**config.mk**
```make
export PLATFORM = sky130hd
export DESIGN_NAME = clk_en_gen
export DESIGN_NICKNAME = d
export VERILOG_FILES = /design/src/rtl/clk_en_pkg.sv /design/src/rtl/clk_en_regs.sv /design/src/rtl/clk_en_div.sv /design/src/rtl/clk_en_gen.sv
export SDC_FILE = /design/constraint.sdc
export NUM_CORES = 1
export LEC_CHECK = 0
export CORE_MARGIN = 5
export CORE_UTILIZATION = 45
export CTS_CLUSTER_SIZE = 40
export DETAILED_ROUTE_END_ITERATION = 7
export GPL_TIMING_DRIVEN = 0
export PLACE_DENSITY = 0.62
export RECOVER_POWER = 50
export SKIP_CTS_REPAIR_TIMING = 1
export SLEW_MARGIN = 5
export SYNTH_ARGS = -nofsm -noshare
export SYNTH_HDL_FRONTEND = slang
export SYNTH_HIERARCHICAL = 1
export SYNTH_SLANG_ARGS = --single-unit
export TNS_END_PERCENT = 50
```
**constraint.sdc**
```tcl
create_clock -name clk_i -period 3.8 [get_ports clk_i]
set_input_delay 0.38 -clock clk_i [delete_from_list [all_inputs] [get_ports clk_i]]
set_output_delay 0.38 -clock clk_i [all_outputs]
set_load 0.02 [all_outputs]
```
**src/rtl/clk_en_pkg.sv**
```systemverilog
package clk_en_pkg;
  localparam int N_PER  = 3;
  localparam int N_ASY  = 2;
  localparam int PDIV_W = 4;
  localparam int SDIV_W = 3;
  localparam int ADDR_W = 2;
  localparam int DATA_W = N_PER * PDIV_W;

  localparam int BIT_CPU     = 0;
  localparam int BIT_BUS     = 1;
  localparam int ASY_CLR_BIT = 7;

  localparam logic [ADDR_W-1:0] ADDR_MASK = 2'd0;
  localparam logic [ADDR_W-1:0] ADDR_PDIV = 2'd1;
  localparam logic [ADDR_W-1:0] ADDR_STST = 2'd2;
  localparam logic [ADDR_W-1:0] ADDR_ASY  = 2'd3;

  // mask bit of peripheral domain i (third domain sits at bit 8)
  function automatic int per_mask_bit(int i);
    return (i == 2) ? 8 : 2 + i;
  endfunction

  function automatic int asy_mask_bit(int i);
    return 4 + i;
  endfunction

  typedef struct packed {
    logic                          cpu_off;
    logic                          bus_off;
    logic [N_PER-1:0]              per_off;
    logic [N_ASY-1:0]              asy_off;
    logic [N_PER-1:0][PDIV_W-1:0]  pdiv_m1;
    logic                          st_on;
    logic [SDIV_W-1:0]             sdiv_m1;
    logic [N_ASY-1:0]              asy_sel;
    logic                          err;
  } cfg_t;
endpackage

```
**src/rtl/clk_en_regs.sv**
```systemverilog
module clk_en_regs
  import clk_en_pkg::*;
(
  input  logic              clk_i,
  input  logic              rst_ni,
  input  logic              wr_en_i,
  input  logic [ADDR_W-1:0] wr_addr_i,
  input  logic [DATA_W-1:0] wr_data_i,
  output cfg_t              cfg_o
);
  localparam int RW = PDIV_W + 1;

  cfg_t q;
  logic [N_PER-1:0][PDIV_W-1:0] new_div;
  logic [RW-1:0] n1, n2;
  logic ratio_ok;

  always_comb begin
    for (int i = 0; i < N_PER; i++) new_div[i] = wr_data_i[i*PDIV_W +: PDIV_W];
  end

  assign n1       = {1'b0, new_div[0]} + RW'(1);
  assign n2       = {1'b0, new_div[1]} + RW'(1);
  assign ratio_ok = (n1 % n2) == '0;

  always_ff @(posedge clk_i or negedge rst_ni) begin
    if (!rst_ni) begin
      q <= '0;
    end else if (wr_en_i) begin
      case (wr_addr_i)
        ADDR_MASK: begin
          q.cpu_off <= wr_data_i[BIT_CPU];
          q.bus_off <= wr_data_i[BIT_BUS];
          for (int i = 0; i < N_PER; i++) q.per_off[i] <= wr_data_i[per_mask_bit(i)];
          for (int i = 0; i < N_ASY; i++) q.asy_off[i] <= wr_data_i[asy_mask_bit(i)];
        end
        ADDR_PDIV: begin
          if (ratio_ok) q.pdiv_m1 <= new_div;
          else          q.err     <= 1'b1;
        end
        ADDR_STST: begin
          q.st_on   <= wr_data_i[0];
          q.sdiv_m1 <= wr_data_i[SDIV_W:1];
        end
        ADDR_ASY: begin
          q.asy_sel <= wr_data_i[N_ASY-1:0];
          if (wr_data_i[ASY_CLR_BIT]) q.err <= 1'b0;
        end
        default: ;
      endcase
    end
  end

  assign cfg_o = q;
endmodule

```
**src/rtl/clk_en_div.sv**
```systemverilog
module clk_en_div #(
  parameter int W = 4
) (
  input  logic         clk_i,
  input  logic         rst_ni,
  input  logic [W-1:0] ratio_m1_i,
  output logic         tc_o
);
  logic [W-1:0] cnt_q;

  assign tc_o = (cnt_q == '0);

  // ratio sampled only at terminal count
  always_ff @(posedge clk_i or negedge rst_ni) begin
    if (!rst_ni)  cnt_q <= '0;
    else if (tc_o) cnt_q <= ratio_m1_i;
    else          cnt_q <= cnt_q - W'(1);
  end
endmodule

```
**src/rtl/clk_en_gen.sv**
```systemverilog
module clk_en_gen
  import clk_en_pkg::*;
(
  input  logic              clk_i,
  input  logic              rst_ni,
  input  logic              wr_en_i,
  input  logic [ADDR_W-1:0] wr_addr_i,
  input  logic [DATA_W-1:0] wr_data_i,
  output logic              bus_en_o,
  output logic              cpu_en_o,
  output logic              cpu_dly_en_o,
  output logic [N_PER-1:0]  per_en_o,
  output logic [N_ASY-1:0]  asy_en_o,
  output logic              ratio_err_o
);
  cfg_t cfg;
  logic bus_on, cpu_on, st_tc, cpu_raw;
  logic [1:0] dly_q;

  clk_en_regs u_regs (
    .clk_i     (clk_i),
    .rst_ni    (rst_ni),
    .wr_en_i   (wr_en_i),
    .wr_addr_i (wr_addr_i),
    .wr_data_i (wr_data_i),
    .cfg_o     (cfg)
  );

  assign bus_on   = ~cfg.bus_off;
  assign cpu_on   = bus_on & ~cfg.cpu_off;
  assign bus_en_o = bus_on;

  clk_en_div #(.W(SDIV_W)) u_st_div (
    .clk_i      (clk_i),
    .rst_ni     (rst_ni),
    .ratio_m1_i (cfg.sdiv_m1),
    .tc_o       (st_tc)
  );

  assign cpu_raw = cfg.st_on ? st_tc : 1'b1;

  // delay line runs ungated; gating applied at the output
  always_ff @(posedge clk_i or negedge rst_ni) begin
    if (!rst_ni) dly_q <= '0;
    else         dly_q <= {dly_q[0], cpu_raw};
  end

  assign cpu_en_o     = cpu_on & cpu_raw;
  assign cpu_dly_en_o = cpu_on & dly_q[1];

  for (genvar g = 0; g < N_PER; g++) begin : g_per
    logic tc;
    clk_en_div #(.W(PDIV_W)) u_div (
      .clk_i      (clk_i),
      .rst_ni     (rst_ni),
      .ratio_m1_i (cfg.pdiv_m1[g]),
      .tc_o       (tc)
    );
    assign per_en_o[g] = tc & bus_on & ~cfg.per_off[g];
  end

  for (genvar g = 0; g < N_ASY; g++) begin : g_asy
    logic parent;
    assign parent      = cfg.asy_sel[g] ? bus_en_o : per_en_o[0];
    assign asy_en_o[g] = parent & ~cfg.asy_off[g];
  end

  assign ratio_err_o = cfg.err;
endmodule

```
=== Yosys cells after proc, flatten, opt, wreduce, memory -nomap -nowiden ===
Cells that the tools add are included.

* Bits in registers: 43
* Input bits: 17
* Output and inout bits: 9
* Logic and storage cells: 68

* Add/sub/neg operators: 6
* Divide/modulo/power cells: 1
* Equality and inequality tests: 5
* Mux-type cells: 10
* Bitwise operators: 18
* Reductions and logical operators: 12

{| class="wikitable"
|+ Operators with widths
! kind !! number
|-
| $logic_not 4->1 || 3
|-
| $mux 4 || 3
|-
| $sub 4x1->4 const B || 3
|-
| $and 1x1->1 || 11
|-
| $add 4x1->5 const B || 2
|-
| $not 1->1 || 7
|-
| $reduce_and 2->1 || 3
|-
| $logic_not 5->1 || 1
|-
| $mod 5x5->5 || 1
|-
| $mux 1 || 5
|-
| $eq 2x2->1 const B || 2
|-
| $ne 2x2->1 const B || 2
|-
| $reduce_and 4->1 || 1
|-
| $logic_not 3->1 || 1
|-
| $mux 3 || 1
|-
| $reduce_and 3->1 || 1
|-
| $sub 3x1->3 const B || 1
|-
| $eq 2x1->1 const B || 1
|-
| $logic_not 2->1 || 1
|-
| $pmux 1 s2 || 1
|-
| $reduce_bool 2->1 || 1
|}

=== Depth between registers and ports, before layout ===
Gate-level depths: netlist (run 1).

* Depth in word-level cells: 5
* Gate-level depth with buffers: 32
* Gate-level depth less buffers: 31

=== Modules after synthesis ===
The synthesis (run 1) kept the hierarchy.

{| class="wikitable"
|+ Modules (own cells, without submodules)
! module !! times used !! cells each !! area each (um^2) !! sequential area each (um^2)
|-
| clk_en_regs || 1 || 166 || 1890.6 || 650.6
|-
| clk_en_div (g_per[0].u_div ...) || 3 || 19 || 206.4 || 100.1
|-
| clk_en_gen || 1 || 15 || 171.4 || 50.0
|-
| clk_en_div (u_st_div) || 1 || 13 || 148.9 || 75.1
|}

=== Least setup slack after synthesis (run 1) ===
Ideal clock, no wire load.

* Path type: input to register
* From: input port wr_data_i[0]
* To: register u_regs.q, in the netlist u_regs/cfg_o[10]
* Library setup time: 125 ps
* Arrival: 6639 ps
* Required time: 3675 ps
* Path slack: -2964 ps
* Stages on the path: 31
* Path buffers: 1
* Path through: ha_1 -> and3_1 -> ha_1 -> o21bai_1 -> o21ai_0 -> o31ai_1 -> ha_1 -> or4b_1 -> o311ai_1 -> and3_1 -> nor2_1 -> ha_1 -> o211ai_1 -> nand3b_1 -> and2_4 -> o31ai_2 -> ha_1 -> a41o_2 -> o221ai_1 -> nand2_1 -> o21ai_0 -> inv_1 -> fa_1 -> inv_1 -> a21o_1 -> a21oi_1 -> xnor2_1 -> or4_1 -> a211oi_4 -> buf_12 -> mux2_4

* Cells in the longest elaborated chain, start to end: 4

{| class="wikitable"
|+ RTL lines
! element !! RTL line !! text
|-
| start: declaration || clk_en_gen.sv:8 || <nowiki>input logic [DATA_W-1:0] wr_data_i,</nowiki>
|-
| $add 4x1->5 || clk_en_regs.sv:22 || <nowiki>assign n1 = {1'b0, new_div[0]} + RW'(1);</nowiki>
|-
| $mod 5x5->5 || clk_en_regs.sv:24 || <nowiki>assign ratio_ok = (n1 % n2) == '0;</nowiki>
|-
| $logic_not 5->1 || clk_en_regs.sv:24 ||
|-
| $reduce_and 3->1 (no source line) || n/a ||
|-
| end: declaration || clk_en_regs.sv:13 || <nowiki>cfg_t q;</nowiki>
|}

No other way between the ends.
A chain may end at the register's enable or synchronous reset.

=== Final worst setup path (run 1) ===
* From: input port wr_data_i[1]
* To: register u_regs.q, in the netlist u_regs/cfg_o[12]

The elaborated chain is that of the path after synthesis.

==> key figures, run 1 <==
GRT
  – Remaining Overflow, GRT: 0
  – Vias in the first global route: 1973
  – First-pass GRT wire length: 9590 um
  – Initial antenna violation count: 0
  – Pin count of the biggest net entering global routing: 23
  – Global Route Usage Sum: 0.155

Pwr
  – Clock share of power: 0.139
  – Sw Ratio: 0.355
  – Power per cell area: 543 nW/um^2
  – Power after layout: 0.00198 W
  – Logic pwr share: 0.492
  – Pleak: 1.59 nW
  – VDD IR-drop max: 289 uV
  – Int Power: 0.00128 W
  – Sequential power share: 0.369
  – P_sw: 0.000704 W

Die
  – Initial Utilization: 0.470
  – Height of the die: 89.3 um
  – Chip Width: 89.3 um
  – Die area: 7980 um^2
  – Core box area: 6030 um^2
  – Rows: 28
  – I/O Pins: 26

Synthesis
  – Count leader, synth: dfrtp_1
  – Post-Synthesis Cells: 251
  – Synth Warn #: 6
  – Synth Flop Type: dfrtp_1
  – Yosys top cell by area: dfrtp_1
  – Cell area after synthesis: 2830 um^2
  – Synth Register Bits: 43
  – Top cell type's share of synthesized area: 0.380
  – Yosys cell types: 52
  – EDFF count, synth: 0
  – Sequential area share after synthesis: 0.380
  – Most instantiated cells after synthesis: 43 x dfrtp_1, 28 x inv_1, 24 x ha_1
  – Syn_area_per_cell: 11.3 um^2
  – Asr flop ratio synth: 1.00
  – Synth area leaders: dfrtp_1 38%, ha_1 11%, mux2_2 6.8%
  – Post-synth net total: 293

Placed design
  – Placed cell areas: 3340 um^2
  – DP Worst Slack: -3840 ps
  – Dpl hpwl: 4240 um
  – Buffers on Ports: 25
  – Routability cong.: 0.812

Clock tree
  – Max clock buf depth: 2
  – CTS sink cnt: 43
  – CTS tree: yes
  – Worst-Skew Late Latency: 290 ps
  – Root Buffer Master: clkbuf_8
  – Reg clk slew, reported paths: 80 ps
  – Num CTS Buffers: 5
  – H-Tree Depth: 2

Job
  – Max-cap viol count: 0

Drt
  – Drt wl/cell: 15.3 um
  – Vias/cell: 5.44
  – Initial DRC Count: 54
  – # DRC: 0
  – Total routed wirelength: 5790 um
  – First drt pass iteration count: 4
  – Via count of the routed design: 2058
  – ANT nets after route: 0

Timing
  – Period minus WS final: 6550 ps
  – Slew @ Worst Pin: 1220 ps
  – Setup ws final: -2750 ps
  – Pins Over Slew Limit: 0
  – Final setup fails: 13
  – Worst Skew: 6.49 ps
  – Endpoints failing hold: 0
  – Unrepaired setup endpoints after global routing: true
  – Fmax: 153 MHz
  – Fin crit share: 1.72
  – Slew headroom: 0.186
  – WHS: 300 ps

Setup path
  – Crit path max-delay cell type: or4_4
  – CP peak stage delay: 540 ps
  – WS Path Type: in2reg
  – Critical path startpoint category: input port
  – Crit path DAT: 6730 ps
  – CP most frequent cell: ha_4
  – Critical path origin: wr_data_i[1]
  – Setup crit end kind: flop
  – Worst r2r src: g_per[0].u_div/cnt_q[0]
  – Crit path max fanout: 7
  – WP data required: 3980 ps

Min path
  – HP Class: in2async

Run status
  – Failing checks: setup timing
  – Status: finished with violations

Finish
  – Nets: 344
  – Share of cells above drive strength 1: 0.360
  – Final Instance Area: 3650 um^2
  – Fillcell total: 515
  – Area grow syn2layout: 28.9%
  – # diodes: 0
[registers in the layout, indices dropped and copies added (netlist names)]
name               count
dly_q                  2
g_per.u_div/cnt_q     12
u_regs/cfg_o          26
u_st_div/cnt_q         3
[area by class of cell]
class	count	area [um^2]	area share
buffer	2	31.3	0.00858
multi-input combinational	178	1840	0.504
tap	75	93.8	0.0257
clock inverter	3	15.0	0.00412
timing repair buffer	44	415	0.114
sequential	43	1080	0.295
inverter	28	108	0.0295
clock buffer	5	68.8	0.0189
[worst max-delay path: cells and delay by family]
kind	cells	cell delay (ps)
buffers and inverters	4	580
AO/OA/AOI/OAI	11	1670
multiplexers	2	610
AND/OR/NAND/NOR	7	1890
adder cells (fa/ha/maj)	6	1590
[through the flow]
stage | std cells | util | setup TNS (ps)
6_report | 378 | 0.605 | -35110
5_1_grt | 378 | 0.605 | -38160
4_1_cts | 360 | 0.568 | -45110
3_5_place_dp | 352 | 0.554 | -48940
3_3_place_gp | 351 | 0.550 | -48200
2_1_floorplan | 251 | - | -31310
[layer usage]
layer / share of wire / vias up / GRT usage
met5: 0 / - / 0
met4: 0.012 / 0 / 0.0433
met3: 0.023 / 6 / 0.0221
met2: 0.50 / 31 / 0.263
met1: 0.46 / 1009 / 0.206
li1: - / 1012 / -
[logic make-up (layout without fill, tap and decap cells)]
family | after synthesis | count (layout) | synth area share
adders and majority gates | 25 | 25 | 0.113
buffers and inverters | 30 | 82 | 0.0482
and+or+nand+nor | 54 | 54 | 0.142
DFF | 43 | 43 | 0.380
xor gates and xnor gates | 10 | 10 | 0.0309
muxes | 33 | 33 | 0.144
AOI/OAI and AO/OA | 56 | 56 | 0.142
[power by group through the flow]
| stage | registers [W] | clock network (W) | logic [W] |
|---|---|---|---|
| floorplan | 0.000716 | 0 | 0.000733 |
| global placement | 0.000736 | 0 | 0.000897 |
| detailed placement | 0.000741 | 0 | 0.000915 |
| CTS | 0.000733 | 0.000290 | 0.000919 |
| global route | 0.000754 | 0.000309 | 0.00110 |
| finish | 0.000730 | 0.000276 | 0.000975 |
[final timing paths]
kind	end	slack [ps]	cells past startpoint
min in group clk_i	u_regs/cfg_o[2]	350	2
hold reg to reg	dly_q[1]	350	0
setup / recovery	u_regs/cfg_o[12]	-2750	30
setup reg to reg	g_per[0].u_div/cnt_q[1]	2470	4
hold / removal	u_regs/cfg_o[17]	300	1
max in group asynchronous	dly_q[1]	1800	2
[layout by cell type (no fill, tap or decap), drive strengths merged, types with 3 or more instances in the layout]
cell,count
a21o,3
a31oi,5
o21bai,4
ha,24
inv,28
nor3b,8
nand3,7
buf,22
mux2i,5
o31ai,3
xnor2,6
clkinv,3
mux2,28
nand2b,6
clkdlybuf4s50,16
o211ai,4
o21ai,15
nand2,9
nor2,8
xor2,4
a21oi,6
nand3b,3
clkbuf,11
a41oi,4
a211oi,3
dfrtp,43
Note: power is estimated with default switching activity, not from simulation.
==> inputs of run 2 (changes only) <==
--- a/config.mk
+++ b/config.mk
@@ -6,12 +6,14 @@
 export NUM_CORES = 1
 export LEC_CHECK = 0
 export CORE_MARGIN = 5
-export CORE_UTILIZATION = 45
+export CORE_UTILIZATION = 53
 export CTS_CLUSTER_SIZE = 40
 export DETAILED_ROUTE_END_ITERATION = 7
+export DONT_BUFFER_PORTS = 1
 export GPL_TIMING_DRIVEN = 0
-export PLACE_DENSITY = 0.62
+export PLACE_DENSITY = 0.65
 export RECOVER_POWER = 50
+export REMOVE_ABC_BUFFERS = 1
 export SKIP_CTS_REPAIR_TIMING = 1
 export SLEW_MARGIN = 5
 export SYNTH_ARGS = -nofsm -noshare
==> run 2 against run 1 <==
The run ends with capacitance limit, slew limit, setup timing left. Worst hold slack lost 130 ps. Sequential cell count is the same. Sequential share of layout area increased by 3.8 points. Critical path depth shrank 3. Utilization up 2.3 points. Global-route usage is 0.34 points higher. Final area is 11% lower. Via count fell by 7.7%. Highest routed layer unchanged.
==> key figures, run 2 (synthesis gave the netlist of run 1 again) <==
Clock tree
  – CTS sink cnt: 43 (unchanged)
  – Worst-Skew Late Latency: 290 ps (about the same)
  – Reg clk slew, reported paths: 80 ps (about the same)
  – Num CTS Buffers: 5 (unchanged)
  – CTS tree: yes (unchanged)
  – Root Buffer Master: clkbuf_8 (unchanged)
  – H-Tree Depth: 2 (unchanged)
  – Max clock buf depth: 2 (unchanged)

Timing
  – WHS: 171 ps (was 300 ps)
  – Slew @ Worst Pin: 2260 ps (was 1220 ps)
  – Fin crit share: 1.73 (was 1.72)
  – Slew headroom: -0.508 (was 0.186)
  – Final setup fails: 13 (unchanged)
  – Setup ws final: -2790 ps (was -2750 ps)
  – Pins Over Slew Limit: 44 (was 0)
  – Period minus WS final: 6590 ps (was 6550 ps)
  – Worst Skew: 6.42 ps (was 6.49 ps)
  – Fmax: 152 MHz (was 153 MHz)
  – Unrepaired setup endpoints after global routing: true (unchanged)
  – Endpoints failing hold: 0 (unchanged)

Finish
  – Area grow syn2layout: 14.2% (was 28.9%)
  – Nets: 309 (was 344)
  – Commonest cells after routing, fill and taps aside: 43 x dfrtp_1, 26 x inv_1, 21 x ha_1 (was 43 x dfrtp_1, 26 x inv_1, 18 x ha_1)
  – Largest register FFs: 26 (unchanged)
  – Commonest non-fill, non-tap cell in the layout: dfrtp_1 (unchanged)
  – Final Instance Count excl. Fillers: 338 (was 378)
  – Share of cells above drive strength 1: 0.306 (was 0.360)
  – # diodes: 0 (unchanged)

Drt
  – Total routed wirelength: 5400 um (was 5790 um)
  – # DRC: 0 (unchanged)
  – Vias/cell: 5.62 (was 5.44)
  – Initial DRC Count: 63 (was 54)
  – Via count of the routed design: 1899 (was 2058)
  – ANT nets after route: 0 (unchanged)
  – Drt wl/cell: 16.0 um (was 15.3 um)
  – First drt pass iteration count: 4 (unchanged)

Setup path
  – Buf+Inv Stages, Crit Path: 2 (was 4)
  – CP most frequent cell: ha_1 (was ha_4)
  – Reg2Reg Setup Slack: 2480 ps (was 2470 ps)
  – Largest delay contributor family on the critical path: simple AND/OR/NAND/NOR gates (unchanged)
  – CP peak stage delay: 540 ps (about the same)
  – WP data required: 3980 ps (about the same)
  – Crit path max fanout: 8 (was 7)
  – Crit path max-delay cell type: or4b_1 (was or4_4)
  – Critical path startpoint category: input port (unchanged)
  – Worst r2r src: g_per[0].u_div/cnt_q[0] (unchanged)
  – Setup crit end: u_regs/cfg_o[16] (was u_regs/cfg_o[12])
  – FF-to-FF path depth: 4 (unchanged)
  – WS Path Type: in2reg (unchanged)
  – Critical path origin: wr_data_i[1] (unchanged)
  – Reg2reg end: g_per[0].u_div/cnt_q[1] (unchanged)
  – Crit path DAT: 6770 ps (was 6730 ps)
  – Setup crit end kind: flop (unchanged)
  – Critical path depth: 27 (was 30)

Die
  – Height of the die: 83.1 um (was 89.3 um)
  – Chip Width: 83.1 um (was 89.3 um)
  – Die area: 6900 um^2 (was 7980 um^2)
  – I/O Pins: 26 (unchanged)
  – Initial Utilization: 0.551 (was 0.470)
  – Rows: 26 (was 28)
  – Core box area: 5140 um^2 (was 6030 um^2)

Pwr
  – Pleak: 1.40 nW (was 1.59 nW)
  – Power per cell area: 587 nW/um^2 (was 543 nW/um^2)
  – VDD IR-drop max: 334 uV (was 289 uV)

Min path
  – HP Class: in2reg (was in2async)

GRT
  – Global Route Usage Sum: 0.158 (was 0.155)
  – Initial antenna violation count: 0 (unchanged)
  – Pin count of the biggest net entering global routing: 44 (was 23)
  – First-pass GRT wire length: 8960 um (was 9590 um)
  – Remaining Overflow, GRT: 0 (unchanged)
  – Vias in the first global route: 1875 (was 1973)

Placed design
  – Dpl hpwl: 3970 um (was 4240 um)
  – Routability cong.: 0.783 (was 0.812)
  – Buffers on Ports: 0 (was 25)
  – Inst Count DP: 319 (was 352)

Run status
  – Failing checks: capacitance limit, slew limit, setup timing (was setup timing)
  – Status: finished with violations (unchanged)

Job
  – Max-cap viol count: 1 (was 0)
## run 2: changes by cell type in the layout (fill, tap and decap cells not counted), sizes merged, moves of 2 or more
| cell | previous run | this run |
|---|---|---|
| clkbuf | 11 | 8 |
| dlymetal6s2s | 2 | 0 |
| clkinv | 3 | 1 |
| clkdlybuf4s50 | 16 | 0 |
| buf | 22 | 8 |
## run 2: metrics by stage
stage	util	instance area (um^2)	power [W]	setup TNS [ps]	setup WS, ps
final	0.629	3230	0.00190	-35350	-2790
after floorplan	-	2800	0.00137	-40510	-3220
after global placement	0.562	2890	0.00149	-50030	-3970
after detailed placement	0.562	2890	0.00151	-50770	-4030
after CTS	0.578	2970	0.00180	-46990	-3730
after global routing	0.629	3230	0.00207	-39170	-3080
## run 2: worst reg2reg max path, delay by kind of cell, from the launching register on
kind	cells	cell delay, ps
adders and majority gates	1	230
buffers and inverters	1	80
DFF	1	400
muxes	1	210
and+or+nand+nor	1	330
## run 2: how the worst min path moves through the flow
stage | startpoint | to | slack (ps) | cells after the start
floorplan | rst_ni | dly_q[0] | 80 | 0
global placement | rst_ni | g_per[1].u_div/cnt_q[2] | 90 | 0
detailed placement | rst_ni | g_per[1].u_div/cnt_q[2] | 90 | 0
CTS | rst_ni | g_per[1].u_div/cnt_q[2] | -240 | 0
global route | wr_addr_i[1] | u_regs/cfg_o[0] | 160 | 1
finish | wr_addr_i[1] | u_regs/cfg_o[0] | 170 | 1
## run 2: layout make-up
cell class | instances | area [um^2]
flip-flops and latches | 43 | 1080
well taps | 70 | 87.6
clock inverters | 2 | 12.5
repair buffers | 11 | 115
fillers | 455 | 1910
clock buffers | 6 | 72.6
multi-input cells | 178 | 1760
inverters | 28 | 105
## run 2: per-layer routing
layer  GRT usage  part of all wire
met3      0.0426             0.035
met5           0                 0
met2       0.249              0.47
met1       0.215              0.49
met4      0.0446             0.011
## run 2: power by group
part / switching (W) / internal (W) / leakage [nW]
logic: 0.000407 / 0.000469 / 0.836
clock network: 0.000151 / 0.000128 / 0.0412
registers: 0.000117 / 0.000623 / 0.528
==> inputs of run 3 (changes only) <==
==> constraint.sdc (replaced) <==
create_clock -name clk_i -period 3.8 [get_ports clk_i]
set_input_delay 1.14 -clock clk_i [delete_from_list [all_inputs] [get_ports clk_i]]
set_output_delay 1.14 -clock clk_i [all_outputs]
set_load 0.02 [all_outputs]
==> run 3 against run 2 <==
Clock skew down 1.3 ps. Combinational power down 1%. Non-clock buffer count down 2. Global-route usage unchanged. Sequential share of layout area up 0.14 points. Critical path type unchanged. The run ends with setup timing left.
==> key figures, run 3 (synthesis gave the netlist of run 1 again) <==
Placed design
  – Inst Count DP: 319 (unchanged)
  – Buffers on Ports: 0 (unchanged)
  – Dpl hpwl: 3970 um (unchanged)
  – Routability cong.: 0.783 (unchanged)

Drt
  – Total routed wirelength: 5380 um (was 5400 um)
  – # DRC: 0 (unchanged)
  – ANT nets after route: 0 (unchanged)
  – Vias/cell: 5.64 (was 5.62)
  – Initial DRC Count: 70 (was 63)
  – Via count of the routed design: 1895 (was 1899)
  – First drt pass iteration count: 4 (unchanged)
  – Drt wl/cell: 16.0 um (about the same)

Finish
  – Area grow syn2layout: 13.7% (was 14.2%)
  – Share of cells above drive strength 1: 0.308 (was 0.306)
  – Commonest cells after routing, fill and taps aside: 43 x dfrtp_1, 26 x inv_1, 21 x ha_1 (unchanged)
  – Nets: 307 (was 309)
  – Flip-flop and latch area: 1080 um^2 (unchanged)
  – Commonest non-fill, non-tap cell in the layout: dfrtp_1 (unchanged)
  – Final Instance Count excl. Fillers: 336 (was 338)
  – Area of the multi-input gates: 1760 um^2 (unchanged)
  – Fillcell total: 454 (was 455)
  – # diodes: 0 (unchanged)
  – Largest register FFs: 26 (unchanged)

GRT
  – Remaining Overflow, GRT: 0 (unchanged)
  – Vias in the first global route: 1875 (unchanged)
  – Global Route Usage Sum: 0.158 (unchanged)
  – First-pass GRT wire length: 8960 um (unchanged)
  – Initial antenna violation count: 0 (unchanged)
  – Pin count of the biggest net entering global routing: 44 (unchanged)

Timing
  – Fin crit share: 1.93 (was 1.73)
  – Slew headroom: 0.148 (was -0.508)
  – Setup ws final: -3540 ps (was -2790 ps)
  – Pins Over Slew Limit: 0 (was 44)
  – Unrepaired setup endpoints after global routing: true (unchanged)
  – Endpoints failing hold: 0 (unchanged)
  – Final setup fails: 13 (unchanged)
  – Period minus WS final: 7340 ps (was 6590 ps)
  – Setup TNS: -45090 ps (was -35350 ps)
  – Slew @ Worst Pin: 1280 ps (was 2260 ps)
  – Fmax: 136 MHz (was 152 MHz)
  – Worst Skew: 5.09 ps (was 6.42 ps)

Setup path
  – Crit path DAT: 7520 ps (was 6770 ps)
  – Critical path startpoint category: input port (unchanged)
  – WS Path Type: in2reg (unchanged)
  – WP data required: 3980 ps (about the same)
  – Crit path max fanout: 8 (unchanged)
  – Setup crit end kind: flop (unchanged)

Min path
  – HP Class: reg2reg (was in2reg)

Die
  – Die area: 6900 um^2 (unchanged)
  – Chip Width: 83.1 um (unchanged)
  – Core box area: 5140 um^2 (unchanged)
  – I/O Pins: 26 (unchanged)
  – Height of the die: 83.1 um (unchanged)
  – Rows: 26 (unchanged)
  – Initial Utilization: 0.551 (unchanged)

Clock tree
  – CTS sink cnt: 43 (unchanged)
  – Num CTS Buffers: 5 (unchanged)
  – Reg clk slew, reported paths: 80 ps (about the same)
  – Worst-Skew Late Latency: 290 ps (about the same)
  – Max clock buf depth: 2 (unchanged)
  – Root Buffer Master: clkbuf_8 (unchanged)
  – CTS tree: yes (unchanged)
  – H-Tree Depth: 2 (unchanged)

Run status
  – Failing checks: setup timing (was capacitance limit, slew limit, setup timing)
  – Status: finished with violations (unchanged)

Job
  – Max-cap viol count: 0 (was 1)

Pwr
  – Power per cell area: 586 nW/um^2 (was 587 nW/um^2)
  – VDD IR-drop max: 331 uV (was 334 uV)
  – Power after layout: 0.00188 W (was 0.00190 W)
  – Pleak: 1.40 nW (about the same)
-- run 3: worst paths after layout --
kind	startpoint	endpoint	slack, ps	cells past startpoint
max reg2reg	g_per[0].u_div/cnt_q[0]	g_per[0].u_div/cnt_q[1]	2480	4
min in group asynchronous	rst_ni	g_per[1].u_div/cnt_q[2]	530	0
min reg2reg	dly_q[0]	dly_q[1]	350	0
min	dly_q[0]	dly_q[1]	350	0
max in group asynchronous	rst_ni	u_regs/cfg_o[24]	3170	0
max	wr_data_i[1]	u_regs/cfg_o[16]	-3540	27
-- run 3: layout make-up --
| cell class | instances | area share |
|---|---|---|
| multi-input cells | 178 | 0.548 |
| flip-flops and latches | 43 | 0.334 |
| inverters | 28 | 0.0327 |
| repair buffers | 9 | 0.0315 |
| well taps | 70 | 0.0272 |
| clock buffers | 6 | 0.0226 |
| clock inverters | 2 | 0.00389 |
-- run 3: layer usage --
layer,GRT usage,up-vias,share of wire
li1,-,939,-
met1,0.215,921,0.49
met2,0.249,29,0.46
met3,0.0426,6,0.036
met4,0.0446,0,0.012
met5,0,-,0
-- run 3: stage by stage --
| stage | area (um^2) | util | hold slack [ps] | setup WS (ps) |
|---|---|---|---|---|
| floorplan | 2800 | - | 331 | -3980 |
| detailed placement | 2890 | 0.562 | 336 | -4790 |
| global placement | 2890 | 0.562 | 332 | -4730 |
| finish | 3220 | 0.626 | 351 | -3540 |
| CTS | 2970 | 0.578 | 355 | -4490 |
| global route | 3220 | 0.626 | 364 | -3840 |
-- run 3: worst max-delay path: stages --
cell	delay, ps
ha_4	140
and3_4	160
ha_4	290
o21bai_4	80
o21ai_2	150
o31ai_2	80
ha_1	300
or4b_1	540
o311ai_2	80
and3_1	220
nor2_1	50
ha_1	340
o211ai_1	90
nand3b_1	140
and2_4	190
o31ai_4	270
ha_1	300
a41o_2	240
o221ai_4	280
buf_4	170
mux2_2	340
ha_1	320
xnor2_1	150
or4_4	540
a211oi_4	380
clkbuf_16	230
mux2_4	290
-- run 3: power by group --
group          total, W  switching (W)  internal [W]  leakage (nW)
registers      0.000740       0.000117      0.000623         0.528
clock network  0.000279       0.000150      0.000128        0.0412
logic          0.000866       0.000398      0.000468         0.830
total           0.00188       0.000665       0.00122          1.40
